### src/rtl/xdw_pkg.sv
package xdw_pkg;
  localparam int WORD_W = 32;
  // control word field positions (decoded by software)
  localparam int CC_LSB  = 28;
  localparam int EC_LSB  = 26;
  localparam int TGL_HI  = 25;
  localparam int TGL_LO  = 24;
  localparam int DLY_LSB = 21;
  localparam int RND_BIT = 18;
  // head word flag bits
  localparam int HALT_BIT  = 0;
  localparam int CARRY_BIT = 1;
  localparam int LINK_LSB  = 4;

  localparam logic [1:0] DIR_IN = 2'd2;

  localparam logic [2:0] RES_DATA   = 3'd0;
  localparam logic [2:0] RES_NAK    = 3'd1;
  localparam logic [2:0] RES_STALL  = 3'd2;
  localparam logic [2:0] RES_BABBLE = 3'd3;
  localparam logic [2:0] RES_IOERR  = 3'd4;
  localparam logic [2:0] RES_NODEV  = 3'd5;

  localparam logic [3:0] CC_OK       = 4'h0;
  localparam logic [3:0] CC_STALL    = 4'h4;
  localparam logic [3:0] CC_NORESP   = 4'h5;
  localparam logic [3:0] CC_BADPID   = 4'h7;
  localparam logic [3:0] CC_OVERRUN  = 4'h8;
  localparam logic [3:0] CC_UNDERRUN = 4'h9;

  localparam logic [2:0] DLY_IDLE = 3'd7;

  typedef struct packed {
    logic       success;
    logic       nak;
    logic       retire;
    logic       force_ec;
    logic [3:0] cc;
  } verdict_t;
endpackage

### src/rtl/xdw_outcome.sv
module xdw_outcome
  import xdw_pkg::*;
#(
  parameter int CNT_W = 14
) (
  input  logic [2:0]       res_kind,
  input  logic [CNT_W-1:0] res_count,
  input  logic [CNT_W-1:0] pkt_len,
  input  logic [CNT_W-1:0] total_len,
  input  logic [1:0]       eff_dir,
  input  logic             rnd,
  output verdict_t         vrd
);
  logic is_in;
  logic is_data;
  logic partial;

  always_comb begin
    is_in       = (eff_dir == DIR_IN);
    is_data     = (res_kind == RES_DATA);
    vrd         = '0;
    vrd.nak     = (res_kind == RES_NAK);
    vrd.success = is_data && ((res_count == pkt_len) || (is_in && rnd));
    partial     = vrd.success && !is_in && (res_count != total_len);
    vrd.retire  = !vrd.nak && !partial;
    case (res_kind)
      RES_DATA:             vrd.cc = vrd.success ? CC_OK : CC_UNDERRUN;
      RES_NAK:              vrd.cc = CC_OK;
      RES_STALL:            vrd.cc = CC_STALL;
      RES_BABBLE:           vrd.cc = CC_OVERRUN;
      RES_IOERR, RES_NODEV: vrd.cc = CC_NORESP;
      default: begin
        vrd.cc       = CC_BADPID;
        vrd.force_ec = 1'b1;
      end
    endcase
  end
endmodule

### src/rtl/xdw_update.sv
module xdw_update
  import xdw_pkg::*;
#(
  parameter int CNT_W = 14
) (
  input  verdict_t          vrd,
  input  logic [CNT_W-1:0]  res_count,
  input  logic [CNT_W-1:0]  total_len,
  input  logic [WORD_W-1:0] ctrl_in,
  input  logic [WORD_W-1:0] cbp_in,
  input  logic [WORD_W-1:0] next_in,
  input  logic [WORD_W-1:0] head_in,
  input  logic [WORD_W-1:0] done_head_q,
  output logic [WORD_W-1:0] ctrl_n,
  output logic [WORD_W-1:0] cbp_n,
  output logic [WORD_W-1:0] next_n,
  output logic [WORD_W-1:0] head_n
);
  always_comb begin
    ctrl_n = ctrl_in;
    if (!vrd.nak) begin
      ctrl_n[CC_LSB+:4] = vrd.cc;
      if (vrd.success) begin
        ctrl_n[TGL_HI]    = 1'b1;
        ctrl_n[TGL_LO]    = ~ctrl_in[TGL_LO];
        ctrl_n[EC_LSB+:2] = 2'b00;
      end else if (vrd.force_ec) begin
        ctrl_n[EC_LSB+:2] = 2'b11;
      end
    end

    head_n = head_in;
    if (!vrd.nak && !vrd.success) head_n[HALT_BIT] = 1'b1;
    if (vrd.retire && vrd.success) head_n[CARRY_BIT] = ctrl_n[TGL_LO];
    if (vrd.retire) head_n[WORD_W-1:LINK_LSB] = next_in[WORD_W-1:LINK_LSB];

    next_n = vrd.retire ? done_head_q : next_in;
    cbp_n  = (vrd.success && (res_count == total_len)) ? '0 : cbp_in;
  end
endmodule

### src/rtl/xdw_doneq.sv
module xdw_doneq
  import xdw_pkg::*;
(
  input  logic              clk,
  input  logic              rst_n,
  input  logic              push,
  input  logic [WORD_W-1:0] push_addr,
  input  logic [2:0]        push_dly,
  input  logic              push_err,
  input  logic              rearm,
  output logic [WORD_W-1:0] head_q,
  output logic [2:0]        cnt_q
);
  logic [WORD_W-1:0] head_d;
  logic [2:0]        cnt_d;
  logic [2:0]        base;

  always_comb begin
    base   = rearm ? DLY_IDLE : cnt_q;
    cnt_d  = base;
    head_d = head_q;
    if (push) begin
      head_d = push_addr;
      if (push_err)           cnt_d = 3'd0;
      else if (push_dly < base) cnt_d = push_dly;
    end
  end

  always_ff @(posedge clk or negedge rst_n) begin
    if (!rst_n) begin
      head_q <= '0;
      cnt_q  <= DLY_IDLE;
    end else begin
      head_q <= head_d;
      cnt_q  <= cnt_d;
    end
  end


  head_push_chk: assert property (@(posedge clk) disable iff (!rst_n)
    push |=> head_q == $past(push_addr));

  cnt_err_zero_chk: assert property (@(posedge clk) disable iff (!rst_n)
    (push && push_err) |=> cnt_q == 3'd0);

  cnt_no_rise_chk: assert property (@(posedge clk) disable iff (!rst_n)
    !rearm |=> cnt_q <= $past(cnt_q));
endmodule

### src/rtl/td_writeback.sv
module td_writeback
  import xdw_pkg::*;
#(
  parameter int CNT_W = 14
) (
  input  logic              clk,
  input  logic              rst_n,
  input  logic              req_valid,
  input  logic [31:0]       ctrl_in,
  input  logic [31:0]       cbp_in,
  input  logic [31:0]       next_in,
  input  logic [31:0]       head_in,
  input  logic [31:0]       td_addr,
  input  logic [1:0]        eff_dir,
  input  logic [2:0]        res_kind,
  input  logic [CNT_W-1:0]  res_count,
  input  logic [CNT_W-1:0]  pkt_len,
  input  logic [CNT_W-1:0]  total_len,
  input  logic              dly_rearm,
  output logic              out_valid,
  output logic [31:0]       ctrl_out,
  output logic [31:0]       cbp_out,
  output logic [31:0]       next_out,
  output logic [31:0]       head_out,
  output logic              retire,
  output logic              td_write,
  output logic              err,
  output logic [31:0]       done_head,
  output logic [2:0]        done_cnt
);
  verdict_t          vrd;
  logic [WORD_W-1:0] ctrl_n, cbp_n, next_n, head_n;
  logic              err_n;
  logic              push;

  xdw_outcome #(.CNT_W(CNT_W)) outcome_i (
    .res_kind (res_kind),
    .res_count(res_count),
    .pkt_len  (pkt_len),
    .total_len(total_len),
    .eff_dir  (eff_dir),
    .rnd      (ctrl_in[RND_BIT]),
    .vrd      (vrd)
  );

  xdw_update #(.CNT_W(CNT_W)) update_i (
    .vrd        (vrd),
    .res_count  (res_count),
    .total_len  (total_len),
    .ctrl_in    (ctrl_in),
    .cbp_in     (cbp_in),
    .next_in    (next_in),
    .head_in    (head_in),
    .done_head_q(done_head),
    .ctrl_n     (ctrl_n),
    .cbp_n      (cbp_n),
    .next_n     (next_n),
    .head_n     (head_n)
  );

  assign push  = req_valid && vrd.retire;
  assign err_n = !vrd.nak && (vrd.cc != CC_OK);

  xdw_doneq doneq_i (
    .clk      (clk),
    .rst_n    (rst_n),
    .push     (push),
    .push_addr(td_addr),
    .push_dly (ctrl_in[DLY_LSB+:3]),
    .push_err (err_n),
    .rearm    (dly_rearm),
    .head_q   (done_head),
    .cnt_q    (done_cnt)
  );

  always_ff @(posedge clk or negedge rst_n) begin
    if (!rst_n) out_valid <= 1'b0;
    else        out_valid <= req_valid;
  end

  always_ff @(posedge clk or negedge rst_n) begin
    if (!rst_n) begin
      ctrl_out <= '0;
      cbp_out  <= '0;
      next_out <= '0;
      head_out <= '0;
      retire   <= 1'b0;
      td_write <= 1'b0;
      err      <= 1'b0;
    end else if (req_valid) begin
      ctrl_out <= ctrl_n;
      cbp_out  <= cbp_n;
      next_out <= next_n;
      head_out <= head_n;
      retire   <= vrd.retire;
      td_write <= !vrd.nak;
      err      <= err_n;
    end
  end


  halt_on_err_chk: assert property (@(posedge clk) disable iff (!rst_n)
    (out_valid && err) |-> (head_out[HALT_BIT] && retire));

  nak_pass_chk: assert property (@(posedge clk) disable iff (!rst_n)
    (req_valid && res_kind == RES_NAK) |=>
      (!retire && !td_write && ctrl_out == $past(ctrl_in) && $stable(done_head)));

  ok_toggle_chk: assert property (@(posedge clk) disable iff (!rst_n)
    (out_valid && td_write && !err) |-> (ctrl_out[TGL_HI] && ctrl_out[EC_LSB+:2] == 2'b00));

  latency_chk: assert property (@(posedge clk) disable iff (!rst_n)
    req_valid |=> out_valid);

  link_chk: assert property (@(posedge clk) disable iff (!rst_n)
    (out_valid && retire) |-> head_out[31:4] == $past(next_in[31:4]));
endmodule

### config.mk
export PLATFORM = sky130hd
export DESIGN_NAME = td_writeback
export DESIGN_NICKNAME = d
export VERILOG_FILES = /design/src/rtl/xdw_pkg.sv /design/src/rtl/xdw_outcome.sv /design/src/rtl/xdw_update.sv /design/src/rtl/xdw_doneq.sv /design/src/rtl/td_writeback.sv
export SDC_FILE = /design/constraint.sdc
export NUM_CORES = 1
export LEC_CHECK = 0
export ABC_AREA = 0
export BUFFER_PORTS_ARGS = -buffer_cell sky130_fd_sc_hd__buf_4
export CORE_MARGIN = 3
export CORE_UTILIZATION = 43
export DETAILED_ROUTE_END_ITERATION = 8
export GPL_TIMING_DRIVEN = 0
export PLACE_DENSITY = 0.88
export SYNTH_ARGS = -nofsm -noshare
export SYNTH_HDL_FRONTEND = slang
export SYNTH_SLANG_ARGS = --single-unit
### constraint.sdc
create_clock -name clk -period 1.6 [get_ports clk]
set_input_delay 0.08 -clock clk [delete_from_list [all_inputs] [get_ports clk]]
set_output_delay 0.08 -clock clk [all_outputs]
set_load 0.02 [all_outputs]
# ---- Word level (Yosys, flattened, before mapping)
# Index checks and enable logic that the tools add are counted.
# W data, S select, Z words.
dict set report word_totals {
  word_cells 55
  register_bits 167
  output_inout_bits 167
  inputBits 211
}
dict set report classes {
  bitwise 1
  magnitude_cmp 1
  mux 15
  n_reduce_logical 19
  eq_ne 9
}
# op n
set op_table {}
lappend op_table {{$mux W32} 2}
lappend op_table {{$eq A14 B14 Y1} 2}
lappend op_table {{$mux W28} 1}
lappend op_table {{$pmux W4 S5} 1}
lappend op_table {{$ne A14 B14 Y1} 1}
lappend op_table {{$mux W3} 4}
lappend op_table {{$logic_and A1 B1 Y1} 10}
lappend op_table {{$mux W8} 1}
lappend op_table {{$eq A3 B2 Y1 const B} 2}
lappend op_table {{$eq A3 B3 Y1 const B} 2}
lappend op_table {{$mux W2} 3}
lappend op_table {{$reduce_or A6 Y1} 1}
lappend op_table {{$logic_not A1 Y1} 4}
lappend op_table {{$mux W4} 1}
lappend op_table {{$reduce_bool A4 Y1} 1}
lappend op_table {{$eq A3 B1 Y1 const B} 1}
lappend op_table {{$logic_not A3 Y1} 1}
lappend op_table {{$lt A3 B3 Y1} 1}
lappend op_table {{$eq A2 B2 Y1 const B} 1}
lappend op_table {{$mux W1} 2}
lappend op_table {{$reduce_or A2 Y1} 1}
lappend op_table {{$logic_or A1 B1 Y1} 1}
lappend op_table {{$not A1 Y1} 1}

# ---- Depth between registers and ports, before layout
# Gate-level depths: netlist (run 1).
dict set report depth {
  ltp_word 10
  mapped_depth 8
  ltp_nobuf 7
}

# ---- Hierarchy
# From an unflattened synthesis (run 1), not the netlist that was laid out.
dict set report hier_totals {
  hier_cells 593
  hier_area_um2 8400.6
}
# module area_each_um2 seq_area_each_um2 instances cells_each
set modules_own_cells {}
lappend modules_own_cells {td_writeback 5180.0 3303.2 1 284}
lappend modules_own_cells {xdw_update 1435.1 0.0 1 163}
lappend modules_own_cells {xdw_doneq 1383.8 879.6 1 91}
lappend modules_own_cells {xdw_outcome 401.6 0.0 1 55}

# ---- Worst setup path after synthesis (run 1)
# Ideal clock, no wire load.
dict set report synth_timing {
  path_type {in2reg}
  startpoint {input port res_count[8]}
  endpoint {register doneq_i.head_q[10]}
  t_arrival_ns 1.662
  path_stages 8
  n_path_buf 2
  setup_ns 0.125
  slack_ns -0.187
  required_time_ns 1.475
  cell_sequence {xor2_1 > nor4_2 > nand4_2 > and4_1 > buf_4 > nor2_8 > buf_6 > mux2_4}
}
dict set report synth_via {
  elab_chain_cells 8
  word_cells_on_any_way 9
  cone_classes {eq/ne: 2; reduce/logical: 7}
}
# item line
set synth_rtl {}
lappend synth_rtl {{from (decl)} td_writeback.sv:16} ;# input logic [CNT_W-1:0] res_count,
lappend synth_rtl {{$eq A14 B14 Y1} xdw_outcome.sv:23} ;# vrd.success = is_data && ((res_count == pkt_len) || (is_in && rnd));
lappend synth_rtl {{$logic_or A1 B1 Y1} xdw_outcome.sv:23}
lappend synth_rtl {{$logic_and A1 B1 Y1} xdw_outcome.sv:23}
lappend synth_rtl {{$logic_and A1 B1 Y1} xdw_outcome.sv:24} ;# partial = vrd.success && !is_in && (res_count != total_len);
lappend synth_rtl {{$logic_and A1 B1 Y1 (*)} xdw_outcome.sv:24}
lappend synth_rtl {{$logic_not A1 Y1 (*)} xdw_outcome.sv:25} ;# vrd.retire = !vrd.nak && !partial;
lappend synth_rtl {{$logic_and A1 B1 Y1 (*)} xdw_outcome.sv:25}
lappend synth_rtl {{$logic_and A1 B1 Y1 (*)} td_writeback.sv:61} ;# assign push = req_valid && vrd.retire;
lappend synth_rtl {{to (signal assigned)} xdw_doneq.sv:31} ;# head_q <= '0;
lappend synth_rtl {{to (signal assigned)} xdw_doneq.sv:34} ;# head_q <= head_d;
lappend synth_rtl {{to (decl)} xdw_doneq.sv:11} ;# output logic [WORD_W-1:0] head_q,
# Mark *: on every way between the ends. The rest lies on a longest branch, timed or not.
# A chain may end at the register's enable or synchronous reset.

# ---- Worst setup path in the final report (run 1)
dict set report layout_timing {
  startpoint {input port res_count[5]}
  endpoint {register head_out[25]}
}
dict set report layout_via {
  elab_chain_cells 8
  word_cells_on_any_way 9
  cone_classes {eq/ne: 2; mux: 1; reduce/logical: 6}
}
# item line
set layout_rtl {}
lappend layout_rtl {{$eq A14 B14 Y1} xdw_outcome.sv:23}
lappend layout_rtl {{$logic_or A1 B1 Y1} xdw_outcome.sv:23}
lappend layout_rtl {{$logic_and A1 B1 Y1} xdw_outcome.sv:23}
lappend layout_rtl {{$logic_and A1 B1 Y1} xdw_outcome.sv:24}
lappend layout_rtl {{$logic_and A1 B1 Y1 (*)} xdw_outcome.sv:24}
lappend layout_rtl {{$logic_not A1 Y1 (*)} xdw_outcome.sv:25}
lappend layout_rtl {{$logic_and A1 B1 Y1 (*)} xdw_outcome.sv:25}
lappend layout_rtl {{$mux W28 (*)} xdw_update.sv:35} ;# if (vrd.retire) head_n[WORD_W-1:LINK_LSB] = next_in[WORD_W-1:LINK_LSB];
lappend layout_rtl {{to (signal assigned)} td_writeback.sv:94} ;# head_out <= head_n;
lappend layout_rtl {{to (decl)} td_writeback.sv:24} ;# output logic [31:0] head_out,
# Marks and branches as above.

==> results of run 1 <==
## routing by layer
layer	part of all wire, %	wire, µm	up-vias
met3	9.1	3560	184
met2	50	19400	751
li1	-	-	4304
met4	5.2	2040	0
met5	0	0	-
met1	36	14200	4815
## layout make-up
class / count / area [µm²]
Timing Repair Buffer: 533 / 4420
Fill cell: 1221 / 5080
Multi-Input combinational cell: 596 / 4420
Sequential cell: 167 / 4180
Clock inverter: 15 / 161
Inverter: 35 / 131
Antenna cell: 1 / 2.50
Tap cell: 265 / 332
Clock buffer: 17 / 425
Buffer: 78 / 429
## worst max-delay path, stage by stage
cell and delay [ns]:
buf_4 0.14, xnor2_2 0.17, nand4_1 0.24, nor4_4 0.37
buf_4 0.18, nand3_4 0.11, buf_6 0.18, buf_6 0.15
nor3_1 0.30, a211oi_1 0.11
## what timing repair did
item,4_1_cts,5_1_grt
pin swaps,5,20
hold buffers,130,0
setup endpoints to repair,132,124
buffers inserted,7,16
gates cloned,0,4
gates resized for setup,31,122
endpoints found under the hold margin,190,0
## stage by stage
stage	worst slack [ns]	hold WS [ns]
after floorplan	-0.174	-0.216
after global placement	-0.967	0.198
after detailed placement	-1.08	0.0392
after CTS	-0.0897	0.00621
after global routing	-0.182	0.0244
final	-0.150	0.0206
## worst min-delay path by stage
stage,start,depth (start not counted),end
final,head_in[18],3,head_out[18]
after global routing,head_in[21],3,head_out[21]
after CTS,res_kind[2],3,ctrl_out[28]
after detailed placement,rst_n,1,doneq_i.head_q[27]
after global placement,req_valid,1,out_valid
after floorplan,rst_n,0,cbp_out[0]
## flip-flops by register name, summed over array words and instances, names as in the netlist
name and cells:
ctrl_out 32, doneq_i.cnt_q 3, head_out 32, err 1, out_valid 1, doneq_i.head_q 32, next_out 32, cbp_out 32
td_write 1, retire 1
## logic make-up after synthesis
group,after synthesis,synth area share [%]
buf+inv,115,5.43
simple gates,266,14.2
fa+ha+maj,2,0.290
xor+xnor,29,2.95
compound gates,241,19.8
flops,167,48.5
mux,58,8.84
## layout by cell type (no fill, tap or decap), types with 3 or more instances in the layout
master,count
a211oi_1,73
a211oi_2,16
a21o_1,3
a21oi_1,66
a311oi_1,30
a31oi_1,5
buf_1,3
buf_12,3
buf_2,11
buf_4,392
buf_6,15
clkbuf_1,37
clkbuf_16,19
clkbuf_2,15
clkinv_8,3
dfrtp_1,164
dfstp_2,3
dlygate4sd3_1,130
inv_1,34
inv_6,5
inv_8,4
mux2_2,26
mux2_4,32
nand2_1,39
nand2b_1,3
nand4_1,4
nor2_1,104
nor3_1,72
nor3_2,21
nor3_4,7
nor4_2,3
o21ai_0,4
o2bb2ai_1,31
xnor2_1,7
xnor2_2,6
xor2_1,13
## power by group through the flow
stage	combinational, mW	clock, mW	sequential (mW)
2_1_floorplan	1.02	0	5.65
3_3_place_gp	3.21	0	5.11
3_5_place_dp	3.28	0	5.13
4_1_cts	3.58	4.18	5.06
5_1_grt	4.02	4.37	5.14
6_report	3.83	4.19	5.10
==> run metrics, run 1 <==
status=finished, violations left; failing checks=negative setup slack; Overflow after GRT=0; H-tree depth=4; # DRC=0; maximum root-to-sink buffer count=2; Final Net Count=1641; Crit Path Class=in -> reg; sequential share of power=38.9%; overall global routing resource usage=33.2%; measured slew at the worst slew-check pin=0.880 ns; global-route wire length before repair=56800 µm; Core Util, Final=74.0%; Worst-path clk slew=0.07 ns; synthesis-to-finish area growth=68.2%; largest area contributor in the netlist=dfrtp_1; RSZ-0062 raised after global routing=true; r2r setup slk=-0.15 ns; RD Place Congestion=0.927; total number of vias=10.1k; Detail Route Antenna Nets=0; FF+latch count, synth=167; Worst setup SP type=input port; peak supply drop=0.000722 V; number of synthesized flops with an enable pin=0; combinational share of power=29.2%; Data arrival, critical path=2.04 ns; crit path time final=1.75 ns; Die Ht=148 µm; clock skew=0.00900 ns; Post-Place Cell Area=11800 µm²; most common cell in the netlist=dfrtp_1; met3 usage=6.93%; Clk Latency, worst-skew pair=0.43 ns; final hold vios=0; DRT iter0 DRCs=956; Power Dens Cells=904 nW/µm²; Max Cap Viol=0; DP HPWL=24900 µm; Pint=8.62 mW; worst reg2reg endpoint=doneq_i.cnt_q[1]; switching power=4.49 mW; GR peak layer=met2; port bufs=376; Initial Utilization=44.0%; final setup vio count=85; Core ar.=19600 µm²; vias in the first global route=10.2k; sequential area share after synthesis=48.5%; drt first pass iters=5; max-slew violations=0; min setup slack post-route=-0.150 ns; via/cell ratio=5.89; Clock power frac=31.9%; Net Sw Frac=34.3%; initial antenna violation count=1; per-cell routed wire length=23.0 µm; CTS tree=done; yosys warns=0; synth top area cells=dfrtp_1 48%, a211oi_1 7.7%, nor3_1 5.8%, mux2_4 5.0%, nor2_1 4.6%; Die W=148 µm; critical path endpoint=head_out[25]; CTS Buf Count=17; Post-synth top cells=164 x dfrtp_1, 106 x nor2_1, 100 x nor3_1, 89 x a211oi_1, 66 x a21oi_1; synthesized area=8620 µm²; critical path launch point=res_count[5]; clock tree sinks=167; Non-Filler Cell Area, Final=14500 µm²; r2r startpoint=doneq_i.cnt_q[1]; I/O pin count=378; Final Non-Filler Cells=1707; Slew HR=41.3%; std cell rows=51; ratio of cells with drive above 1 in the final layout=41.9%; ys flop type=dfrtp_1; pin count of the biggest net entering global routing=107; crit path max fanout=10; CP required=1.89 ns; Clk Tree Root Cell=clkbuf_16; Die ar.=21800 µm²; Routed WL=39300 µm; Max Fclk=571 MHz; gate count after technology mapping=878; Final period util=109%; GRT met1 Usage=40.0%; Power Total=13.1 mW; final setup TNS=-4.10 ns; GR Util met2=57.5%; leakage=6.61 nW; syn nets=1091; worst min-delay path class=in -> reg; syn_area_per_cell=9.82 µm²; Synth top area share=47.6%; synth unique cells=43; CP Capture Type=flop; Placed Cells=1520; async set or reset register ratio after synthesis=100%; R2R depth=7
Note: power is estimated with default switching activity, not from simulation.
==> run 2, diff against run 1 <==
GPL_TIMING_DRIVEN = 1   (was 0)
==> run 2 against run 1 <==
Net effect: the run still ends with negative setup slack left; sequential power about the same; critical endpoint is now doneq_i.cnt_q[1]; final cell count fell by 3.6%; critical path depth decreased by 3; via count down 4.2%; highest routed layer is now met5; fmax grew 3.6%; hold slack better by 0.011 ns.
==> run metrics, run 2 (same netlist as run 1, synthesis figures left out) <==
status=finished, violations left; failing checks=negative setup slack; peak supply drop=0.000707 V; overall global routing resource usage=31.3%; Placed Cells=1484; Clk Tree Root Cell=clkbuf_16; r2r startpoint=doneq_i.cnt_q[1]; slowest cell delay on critical path=0.55 ns; slowest cell on the critical path=dfstp_2; Max Used Layer=met5; clock tree sinks=167; per-cell routed wire length=21.6 µm; CP Capture Type=flop; crit path max fanout=4; Die Ht=148 µm; total number of vias=9633; max-slew violations=0; Max Cap Viol=0; final setup vio count=2; Core ar.=19600 µm²; DP HPWL=22200 µm; metal1 wirelength=12600 µm; worst-path cell chain=nor2_2, ha_1, o21ai_1, nand2b_1, a211o_1, nor3_1, nor3_2; Die ar.=21800 µm²; final hold vios=0; CTS tree=done; final setup TNS=-0.151 ns; Antenna diodes=0; min setup slack post-route=-0.0889 ns; Final Net Count=1581; H-tree depth=4; # DRC=0; delay-heaviest family, CP=flip-flops; Overflow after GRT=0; synthesis-to-finish area growth=61.9%; vias in the first global route=9818; met3 routed WL=3000 µm; Filler Cell Count=1280; most frequent cells in the layout=407 x buf_4, 164 x dfrtp_1, 128 x dlygate4sd3_1, 104 x nor2_1, 89 x nor3_1; Final period util=106%; hold endpoint=ctrl_out[28]; measured slew at the worst slew-check pin=0.581 ns; commonest non-fill, non-tap cell in the layout=buf_4; Slew HR=61.3%; pin count of the biggest net entering global routing=69; hold path start=res_kind[1]; leakage=6.35 nW; met2 WL post-DR=18500 µm; ratio of cells with drive above 1 in the final layout=39.5%; final hold slack=0.0313 ns; Crit Path Class=reg -> reg; Worst-path clk slew=0.07 ns; std cell rows=51; R2R depth=7; CP bufs+invs=0; CTS Buf Count=17; via/cell ratio=5.85; CP required=1.94 ns; Power Dens Cells=925 nW/µm²; DRT iter0 DRCs=692; Max Fclk=592 MHz; initial antenna violation count=1; crit path time final=1.69 ns; worst reg2reg endpoint=doneq_i.cnt_q[1]; Worst setup SP type=flop; port bufs=377; Core Util, Final=71.3%; maximum root-to-sink buffer count=2; global-route wire length before repair=54200 µm; hold path depth=4; drt first pass iters=5; Clk Latency, worst-skew pair=0.42 ns; RD Place Congestion=0.867; Data arrival, critical path=2.03 ns; Die W=148 µm; Routed WL=35600 µm; I/O pin count=378; worst min-delay path class=in -> reg; Detail Route Antenna Nets=0; RSZ-0062 raised after global routing=true; Initial Utilization=44.0%; Final Non-Filler Cells=1646; r2r setup slk=-0.09 ns; clock skew=0.00562 ns
==> run 2: area by class of cell <==
class                      count  area (µm²)  area share [%]
clock buffer                  17         425            3.05
clock inverter                15         153            1.09
inverter                      35         134           0.959
multi-input combinational    596        4070            29.2
sequential                   167        4180            30.0
tap                          265         332            2.37
timing repair buffer         551        4660            33.4
==> run 2: how the worst max path moves through the flow <==
stage	start	to	depth (start not counted)
3_5_place_dp	res_count[1]	doneq_i.head_q[30]	8
4_1_cts	doneq_i.cnt_q[1]	doneq_i.cnt_q[1]	7
2_1_floorplan	res_count[12]	doneq_i.head_q[10]	8
3_3_place_gp	res_count[1]	doneq_i.head_q[25]	8
6_report	doneq_i.cnt_q[1]	doneq_i.cnt_q[1]	7
5_1_grt	doneq_i.cnt_q[1]	doneq_i.cnt_q[1]	7
==> run 2: report_power, final <==
| group | switching (mW) | internal, mW |
|---|---|---|
| Sequential | 0.386 | 4.70 |
| Combinational | 1.90 | 1.77 |
| Clock | 2.06 | 2.10 |
| Total | 4.35 | 8.57 |
==> run 2: per-layer routing <==
layer  up-vias  global-route usage [%]
met5         -                       0
met4         2                    13.9
met3       139                    6.62
met2       694                    55.2
met1      4613                    36.7
li1       4185                       -
==> run 2: through the flow <==
step,power (mW),area (µm²),setup WS (ns)
global route,13.4,14000,-0.162
global placement,8.35,12000,-0.375
finish,12.9,14000,-0.0889
floorplan,6.67,8650,-0.174
CTS,12.8,13900,-0.0705
detailed placement,8.45,12000,-0.392
==> run 2: timing repair <==
item | 4_1_cts | 5_1_grt
hold buffers | 128 | 0
setup endpoints to repair | 2 | 83
gates cloned | 0 | 1
gates resized for setup | 1 | 15
setup buffers | 1 | 0
endpoints found under the hold margin | 281 | 0
pin swaps | 0 | 1
==> run 2: worst reg2reg max path: cells and delay by family, from the launching register on <==
kind / cells / cell delay, ns
AO/OA/AOI/OAI: 2 / 0.37
AND/OR/NAND/NOR: 4 / 0.44
adder cells (fa/ha/maj): 1 / 0.26
flip-flops: 1 / 0.55
